## src/rtl/tick_pend_pkg.sv

```systemverilog
package tick_pend_pkg;
  typedef enum logic [1:0] {
    CNT_HOLD = 2'd0,
    CNT_INC  = 2'd1,
    CNT_DEC  = 2'd2,
    CNT_CLR  = 2'd3
  } cnt_op_e;
endpackage

```

## src/rtl/tpt_pend_cnt.sv

```systemverilog
module tpt_pend_cnt
  import tick_pend_pkg::*;
#(
  parameter int CNT_W = 4
) (
  input  logic             clk_i,
  input  logic             rst_ni,
  input  cnt_op_e          op_i,
  output logic [CNT_W-1:0] cnt_o,
  output logic             nz_o
);
  localparam logic [CNT_W-1:0] CNT_MAX = {CNT_W{1'b1}};

  logic [CNT_W-1:0] cnt_q;

  always_ff @(posedge clk_i or negedge rst_ni) begin
    if (!rst_ni) begin
      cnt_q <= '0;
    end else begin
      unique case (op_i)
        CNT_CLR: cnt_q <= '0;
        CNT_INC: if (cnt_q != CNT_MAX) cnt_q <= cnt_q + 1'b1;
        CNT_DEC: if (cnt_q != '0) cnt_q <= cnt_q - 1'b1;
        default: cnt_q <= cnt_q;
      endcase
    end
  end

  assign cnt_o = cnt_q;
  assign nz_o  = (cnt_q != '0);
endmodule

```

## src/rtl/tpt_ack_gate.sv

```systemverilog
module tpt_ack_gate (
  input  logic clk_i,
  input  logic rst_ni,
  input  logic restart_i,
  input  logic ack_i,
  input  logic pend_nz_i,
  output logic deliver_o
);
  logic ready_q;

  assign deliver_o = pend_nz_i & ready_q & ~restart_i;

  // ack wins over a same-cycle delivery so the flag stays armed
  always_ff @(posedge clk_i or negedge rst_ni) begin
    if (!rst_ni)              ready_q <= 1'b1;
    else if (restart_i|ack_i) ready_q <= 1'b1;
    else if (deliver_o)       ready_q <= 1'b0;
  end
endmodule

```

## src/rtl/tpt_fanout.sv

```systemverilog
module tpt_fanout #(
  parameter int                 NUM_CORES    = 4,
  parameter logic [NUM_CORES-1:0] CORE_PRESENT = '1
) (
  input  logic                 clk_i,
  input  logic                 rst_ni,
  input  logic                 deliver_i,
  output logic                 irq_o,
  output logic [NUM_CORES-1:0] strobe_o
);
  always_ff @(posedge clk_i or negedge rst_ni) begin
    if (!rst_ni) irq_o <= 1'b0;
    else         irq_o <= deliver_i;
  end

  for (genvar g = 0; g < NUM_CORES; g++) begin : g_core
    if (CORE_PRESENT[g]) begin : g_on
      logic stb_q;
      always_ff @(posedge clk_i or negedge rst_ni) begin
        if (!rst_ni) stb_q <= 1'b0;
        else         stb_q <= deliver_i;
      end
      assign strobe_o[g] = stb_q;
    end else begin : g_off
      assign strobe_o[g] = 1'b0;
    end
  end
endmodule

```

## src/rtl/tick_pend_tracker.sv

```systemverilog
module tick_pend_tracker
  import tick_pend_pkg::*;
#(
  parameter int                   CNT_W        = 4,
  parameter int                   NUM_CORES    = 4,
  parameter logic [NUM_CORES-1:0] CORE_PRESENT = 4'b1011
) (
  input  logic                 clk_i,
  input  logic                 rst_ni,
  input  logic                 tick_i,
  input  logic                 ack_i,
  input  logic                 restart_i,
  output logic                 irq_o,
  output logic [NUM_CORES-1:0] core_strobe_o,
  output logic                 pending_o
);
  cnt_op_e          op;
  logic [CNT_W-1:0] pend_cnt;
  logic             pend_nz;
  logic             deliver;

  always_comb begin
    if (restart_i)            op = CNT_CLR;
    else if (tick_i & ~ack_i) op = CNT_INC;
    else if (ack_i & ~tick_i) op = CNT_DEC;
    else                      op = CNT_HOLD;
  end

  tpt_pend_cnt #(.CNT_W(CNT_W)) u_cnt (
    .clk_i (clk_i),
    .rst_ni(rst_ni),
    .op_i  (op),
    .cnt_o (pend_cnt),
    .nz_o  (pend_nz)
  );

  tpt_ack_gate u_gate (
    .clk_i    (clk_i),
    .rst_ni   (rst_ni),
    .restart_i(restart_i),
    .ack_i    (ack_i),
    .pend_nz_i(pend_nz),
    .deliver_o(deliver)
  );

  tpt_fanout #(.NUM_CORES(NUM_CORES), .CORE_PRESENT(CORE_PRESENT)) u_fan (
    .clk_i    (clk_i),
    .rst_ni   (rst_ni),
    .deliver_i(deliver),
    .irq_o    (irq_o),
    .strobe_o (core_strobe_o)
  );

  assign pending_o = pend_nz;
endmodule

```

## config.mk

```make
export PLATFORM = sky130hd
export DESIGN_NAME = tick_pend_tracker
export DESIGN_NICKNAME = d
export VERILOG_FILES = /design/src/rtl/tick_pend_pkg.sv /design/src/rtl/tpt_pend_cnt.sv /design/src/rtl/tpt_ack_gate.sv /design/src/rtl/tpt_fanout.sv /design/src/rtl/tick_pend_tracker.sv
export SDC_FILE = /design/constraint.sdc
export NUM_CORES = 1
export LEC_CHECK = 0
export BUFFER_PORTS_ARGS = -buffer_cell sky130_fd_sc_hd__buf_2
export CORE_MARGIN = 2
export CORE_UTILIZATION = 35
export CTS_CLUSTER_SIZE = 24
export DETAILED_ROUTE_END_ITERATION = 10
export GPL_TIMING_DRIVEN = 0
export PLACE_DENSITY = 0.56
export SLEW_MARGIN = 0
export SYNTH_ARGS = -nofsm -noshare
export SYNTH_HDL_FRONTEND = slang
export SYNTH_SLANG_ARGS = --single-unit
```

## constraint.sdc

```tcl
create_clock -name clk_i -period 1.7 [get_ports clk_i]
set_input_delay 0.085 -clock clk_i [delete_from_list [all_inputs] [get_ports clk_i]]
set_output_delay 0.085 -clock clk_i [all_outputs]
set_load 0.01 [all_outputs]
```

# == Word-level counts from Yosys, hierarchy flattened ==
# Cells that the tools add are included.
# word_totals
reg_bits,6
inputBits,5
output_inout_bits,6
wordCells,31
# classes
addsub,2
n_eq_ne,6
mux,8
n_bitwise,8
reduce_logical,4
# ops
op,n
one-hot mux 4 bit (3 select lines),1
2-to-1 mux 4 bit,2
2-to-1 mux 2 bit,3
adder 4 x 1 -> 4 bit (second input constant),1
AND 1 bit,4
equality test 2 bit (second input constant),2
inequality test 2 x 1 -> 1 bit (second input constant),2
inequality test 4 bit (second input constant),1
nonzero test 4 bit,1
subtractor 4 x 1 -> 4 bit (second input constant),1
NOT 1 bit,3
AND reduction 3 bit,1
nonzero test 3 bit,1
equality test 2 x 1 -> 1 bit (second input constant),1
2-to-1 mux 1 bit,2
nonzero test 2 bit,1
OR 1 bit,1

# == Depth between registers and ports, before layout ==
# depth
ltp_word,8
ltp_mapped,10
depth_no_buf,10

# == By module ==
# From an unflattened synthesis, not the netlist that was laid out.
# unflattened
cells_unflattened,53
hier_area_um2,488.0
# modules_own_cells
module,instances,cells_each,area_each_um2,seq_area_each_um2
tpt_pend_cnt,1,38,364.1,100.1
tpt_fanout,1,6,58.8,25.0
tpt_ack_gate,1,6,46.3,26.3
tick_pend_tracker,1,3,18.8,0.0

# == Worst setup path after synthesis ==
# Ideal clock, no wire load.
# synth_path
path_kind,input-to-reg
start,input port ack_i
end,"register u_cnt.cnt_q[2], in the netlist u_cnt.cnt_o[2]"
setup_time_ps,116
arrival_time_ps,1644
required_time_ps,1584
path_slack_ps,-60
path_stages,10
path_buffers,0
path_cell_list,inv_1 a21o_1 inv_1 ha_1 xor2_1 ha_1 a21oi_1 nand2_1 or4_1 o311ai_0
# synth_between
elab_chain_cells,7
elab_cells_between_ends,14
cone_classes,5 x eq/ne; 4 x mux; 3 x bitwise; 2 x reduce/logical
# synth_rtl
item,line_no,rtl
from (decl),tick_pend_tracker.sv:11,"input logic ack_i,"
AND 1 bit or NOT 1 bit (tied branches),"tick_pend_tracker.sv:25, tick_pend_tracker.sv:24",
2-to-1 mux 2 bit or AND 1 bit (tied branches),"tick_pend_tracker.sv:25, tick_pend_tracker.sv:24",
2-to-1 mux 2 bit (*),tick_pend_tracker.sv:24,else if (tick_i & ~ack_i) op = CNT_INC;
2-to-1 mux 2 bit (*),tick_pend_tracker.sv:23,if (restart_i) op = CNT_CLR;
equality test 2 bit or equality test 2 x 1 -> 1 bit (tied branches),tpt_pend_cnt.sv:20,unique case (op_i)
inequality test 2 x 1 -> 1 bit (no source line) or nonzero test 3 bit (tied branches),-,
AND reduction 3 bit (no source line),-,
to (signal assigned),tpt_pend_cnt.sv:22,CNT_INC: if (cnt_q != CNT_MAX) cnt_q <= cnt_q + 1'b1;
to (signal assigned),tpt_pend_cnt.sv:23,CNT_DEC: if (cnt_q != '0) cnt_q <= cnt_q - 1'b1;
to (signal assigned),tpt_pend_cnt.sv:24,default: cnt_q <= cnt_q;
to (decl),tpt_pend_cnt.sv:14,logic [CNT_W-1:0] cnt_q;
# Mark *: on every way between the ends. The rest lies on a longest branch, timed or not.
# A chain may end at the register's enable or synchronous reset.

# == Worst setup path in the final report ==
# layout_path
start,"register u_cnt.cnt_q[1], in the netlist u_cnt.cnt_o[1]"
end,"register u_cnt.cnt_q[2], in the netlist u_cnt.cnt_o[2]"
# layout_between
elab_chain_cells,3
elab_cells_between_ends,10
cone_classes,2 x add/sub; 3 x eq/ne; 3 x mux; 2 x reduce/logical
# layout_rtl
item,line_no
subtractor 4 x 1 -> 4 bit (tied with other cells),tpt_pend_cnt.sv:23
2-to-1 mux 4 bit (tied with other cells),tpt_pend_cnt.sv:23
one-hot mux 4 bit (3 select lines) or AND reduction 3 bit (tied branches),-
# Parallel ways exist; a longest one is shown, timed or not. The select of a mux whose other input is x is not followed.

==> run_results.csv <==
group,metric,value,unit
status,status,"completed",
logic_synthesis,netlist_area,495,um2
grt,antenna_found_initial,0,
floorplanning,fp.dieW,41.6,um
sta,maxSlewViolCount,0,
worst_setup_path,timing.rr.start,"u_cnt.cnt_o[1]$_DFFE_PN0P_",
route,postRouteAntennaNets,0,
route,dr.first_iter.drc_count,6,
worst_setup_path,crit_type,"reg2reg",
worst_setup_path,startpoint,"u_cnt.cnt_o[1]$_DFFE_PN0P_",
sta,finalHoldViolCount,0,
clock_network,htree_levels,1,
logic_synthesis,synth_area_leaders,"dfrtp_1, ha_1, buf_4",
grt,overflow,0,
route,via_per_inst,5.17,
pwr,p_clk_frac,0.152,
logic_synthesis,synthCells,55,
floorplanning,dieArea,0.00173,mm2
worst_setup_path,crit_required,1.84,ns
clock_network,cts_tree,"yes",
route,firstDrtPassIters,4,
layout,drive_above_1_share,0.362,
sta,fin_crit_sh,0.972,
sta,rsz0062_at_grt,"true",
pwr,p_switching,365,uW
layout,seq_area,151,um2
layout,fin_util,0.486,
logic_synthesis,synth.avg_cell_area,9.01,um2
floorplanning,pin_count,11,
grt,grt_pass1_wl,1640,um
route,wl_per_cell,11.3,um
worst_setup_path,cp-start-kind,"flop",
flow_run,drv_cap,0,
layout,fin_nets,80,
pwr,ir_worst_vdd,0.000631,V
route,routed_wl,952,um
clock_network,clkLatencyLatePin,0.24,ns
logic_synthesis,synth_top_area_frac,0.253,
worst_setup_path,end_kind,"flop",
pwr,p_int,551,uW
pwr,switching_share,0.399,
pwr,p_per_area,1430,mW/mm2
logic_synthesis,synth_nets,65,
grt,grt_pass1_vias,368,
grt,grt_max_degree,9,
route,vias,434,
layout,syn_to_final_growth,29.3,%
worst_setup_path,path_max_fanout,8,
pwr,p_leak,0.000326,uW
clock_network,cts_root_buf,"clkbuf_4",
worst_setup_path,critical_path.top_delay_family,"simple AND/OR/NAND/NOR gates",
layout,diodes,0,
logic_synthesis,ys_ff_latch,6,
floorplanning,start_util,0.376,
logic_synthesis,seq_area_frac_synth,0.306,
pwr,pwr-share-comb,0.539,
layout,multiInputGateArea,329,um2
placed_design,io_buffer_count,9,
floorplanning,core_area,0.00132,mm2
worst_setup_path,max_stage_delay,0.42,ns
route,drc,0,
placed_design,place.gp.congestion,0.734,
hold_path,min_path_type,"in2reg",
sta,layout_min_cycle_time,1.65,ns
worst_setup_path,cp.arrival,1.79,ns
clock_network,clkSinkCount,6,
floorplanning,rows,13,
clock_network,clk_path_buf_depth,2,
clock_network,cts_buffers,3,
worst_setup_path,crit_buf_inv,1,
logic_synthesis,synth_warnings,0,
hold_path,hold_start,"restart_i",
logic_synthesis,synth_cell_types,25,
grt,grt_use_total,0.125,
floorplanning,die_y,41.6,um
worst_setup_path,critPathSlowestCell,"or4_1",
sta,hold_ws,0.0614,ns
placed_design,dp_hpwl,709,um
logic_synthesis,post-synth-top-area-cell,"dfrtp_1",
worst_setup_path,crit_chain,"buf_6 > xor2_2 > ha_2 > a21oi_4 > nand2_1 > or4_1 > o311ai_2",
pwr,seq_power_share,0.310,
sta,skew,0.00408,ns
sta,fmax,605,MHz
clock_network,post_cts_buffers,0,
sta,finalSetupViolations,0,
layout,n_fill_cell,127,
clock_network,path_clk_slew,0.05,ns
==> timing repair <==
action / CTS / global route
gates cloned: 0 / 0
hold buffers: 1 / 0
gates resized for setup: 2 / 5
endpoints found under the hold margin: 6 / 0
setup endpoints to repair: 1 / 2
==> final cells by class <==
| type | instances | area share |
|---|---|---|
| Buffer | 5 | 0.0645 |
| Tap cell | 15 | 0.0293 |
| Inverter | 5 | 0.0293 |
| Multi-Input combinational cell | 39 | 0.514 |
| Sequential cell | 6 | 0.236 |
| Clock buffer | 4 | 0.0410 |
| Timing Repair Buffer | 10 | 0.0859 |
==> through the flow <==
stage	total power [uW]	area, um2	setup TNS [ns]	std cells	setup WS, ns
finish	916	641	0	84	0.0471
global route	1020	641	-0.0280	84	-0.0166
CTS	897	606	0	84	0.0130
detailed placement	736	566	-0.199	79	-0.199
global placement	730	566	-0.211	79	-0.211
floorplan	598	502	0	55	0.0576
==> cells in the mapped netlist <==
master and number:
or4_1 1, nor2b_1 2, dfrtp_1 5, o21ai_0 4
buf_4 5, nor3b_1 1, ha_1 5, dfstp_2 1
a21o_1 3, a31o_1 1, nor4_2 1, nand2_1 3
mux2_4 1, a211o_1 3, nor2_1 2, a21oi_1 2
conb_1 1, o311ai_0 1, and3_1 1, nand2b_1 2
nand3_1 1, inv_1 5, xor2_1 1, nor3_1 2
a32oi_1 1
==> path summary, 6_finish.rpt <==
check	endpoint	slack [ns]	depth (start not counted)
worst max-delay path	u_cnt.cnt_o[2]$_DFFE_PN0P_	0.05	7
worst min-delay path	u_fan.g_core[3].g_on.stb_q$_DFF_PN0_	0.06	2
worst max register to register	u_cnt.cnt_o[2]$_DFFE_PN0P_	0.05	7
worst min register to register	u_fan.g_core[3].g_on.stb_q$_DFF_PN0_	0.53	1
max in group asynchronous	u_gate.ready_q$_DFFE_PN1P_	1.29	2
min in group asynchronous	u_cnt.cnt_o[1]$_DFFE_PN0P_	0.19	2
==> state kept, by name (all words and copies together) (netlist names) <==
register / count
u_fan.g_core.g_on.stb_q: 1
u_gate.ready_q: 1
u_cnt.cnt_o: 4
==> metal layers <==
metal  wire, um  GRT usage  vias up
li1           -          -      217
met1        443      0.164      201
met2        416      0.178       16
met3         92     0.0870        0
met4          0          0        0
met5          0          0        -
==> placed cells by master (no fill, tap or decap) <==
cell / n
inv_1: 5
dlygate4sd3_1: 1
clkbuf_1: 1
nand3_1: 1
nor2_1: 2
nor3b_1: 1
ha_4: 1
buf_4: 4
nor4_2: 1
buf_6: 1
a21o_1: 3
dfrtp_1: 5
dfstp_2: 1
a31o_1: 1
a211o_1: 3
nand2b_1: 2
or4_1: 1
ha_2: 1
xor2_2: 1
a21oi_1: 1
and3_1: 1
conb_1: 1
a32oi_1: 1
nor2b_1: 2
buf_2: 9
o21ai_0: 4
clkbuf_4: 3
a21oi_4: 1
nor3_1: 2
nand2_1: 3
o311ai_2: 1
ha_1: 3
mux2_4: 1
==> kinds of logic after synthesis <==
kind of cell,synth area share
buffers and inverters,0.114
multiplexers,0.0303
AND/OR/NAND/NOR,0.187
XOR/XNOR,0.0177
adder cells (fa/ha/maj),0.126
flip-flops,0.306
other,0.00757
AO/OA/AOI/OAI,0.212
==> worst register-to-register path, cell delays in order, from the launching register on <==
cell      delay [ns]
dfrtp_1         0.36
buf_6           0.14
xor2_2          0.14
ha_2            0.18
a21oi_4         0.14
nand2_1         0.06
or4_1           0.42
o311ai_2        0.10
==> power by group through the flow <==
stage | Clock, uW | Sequential (uW) | Combinational [uW]
after floorplan | 0 | 269 | 329
after global placement | 0 | 281 | 450
after detailed placement | 0 | 283 | 453
after CTS | 147 | 283 | 466
after global routing | 158 | 296 | 566
final | 139 | 284 | 494
(Power assumes the default switching activity.)
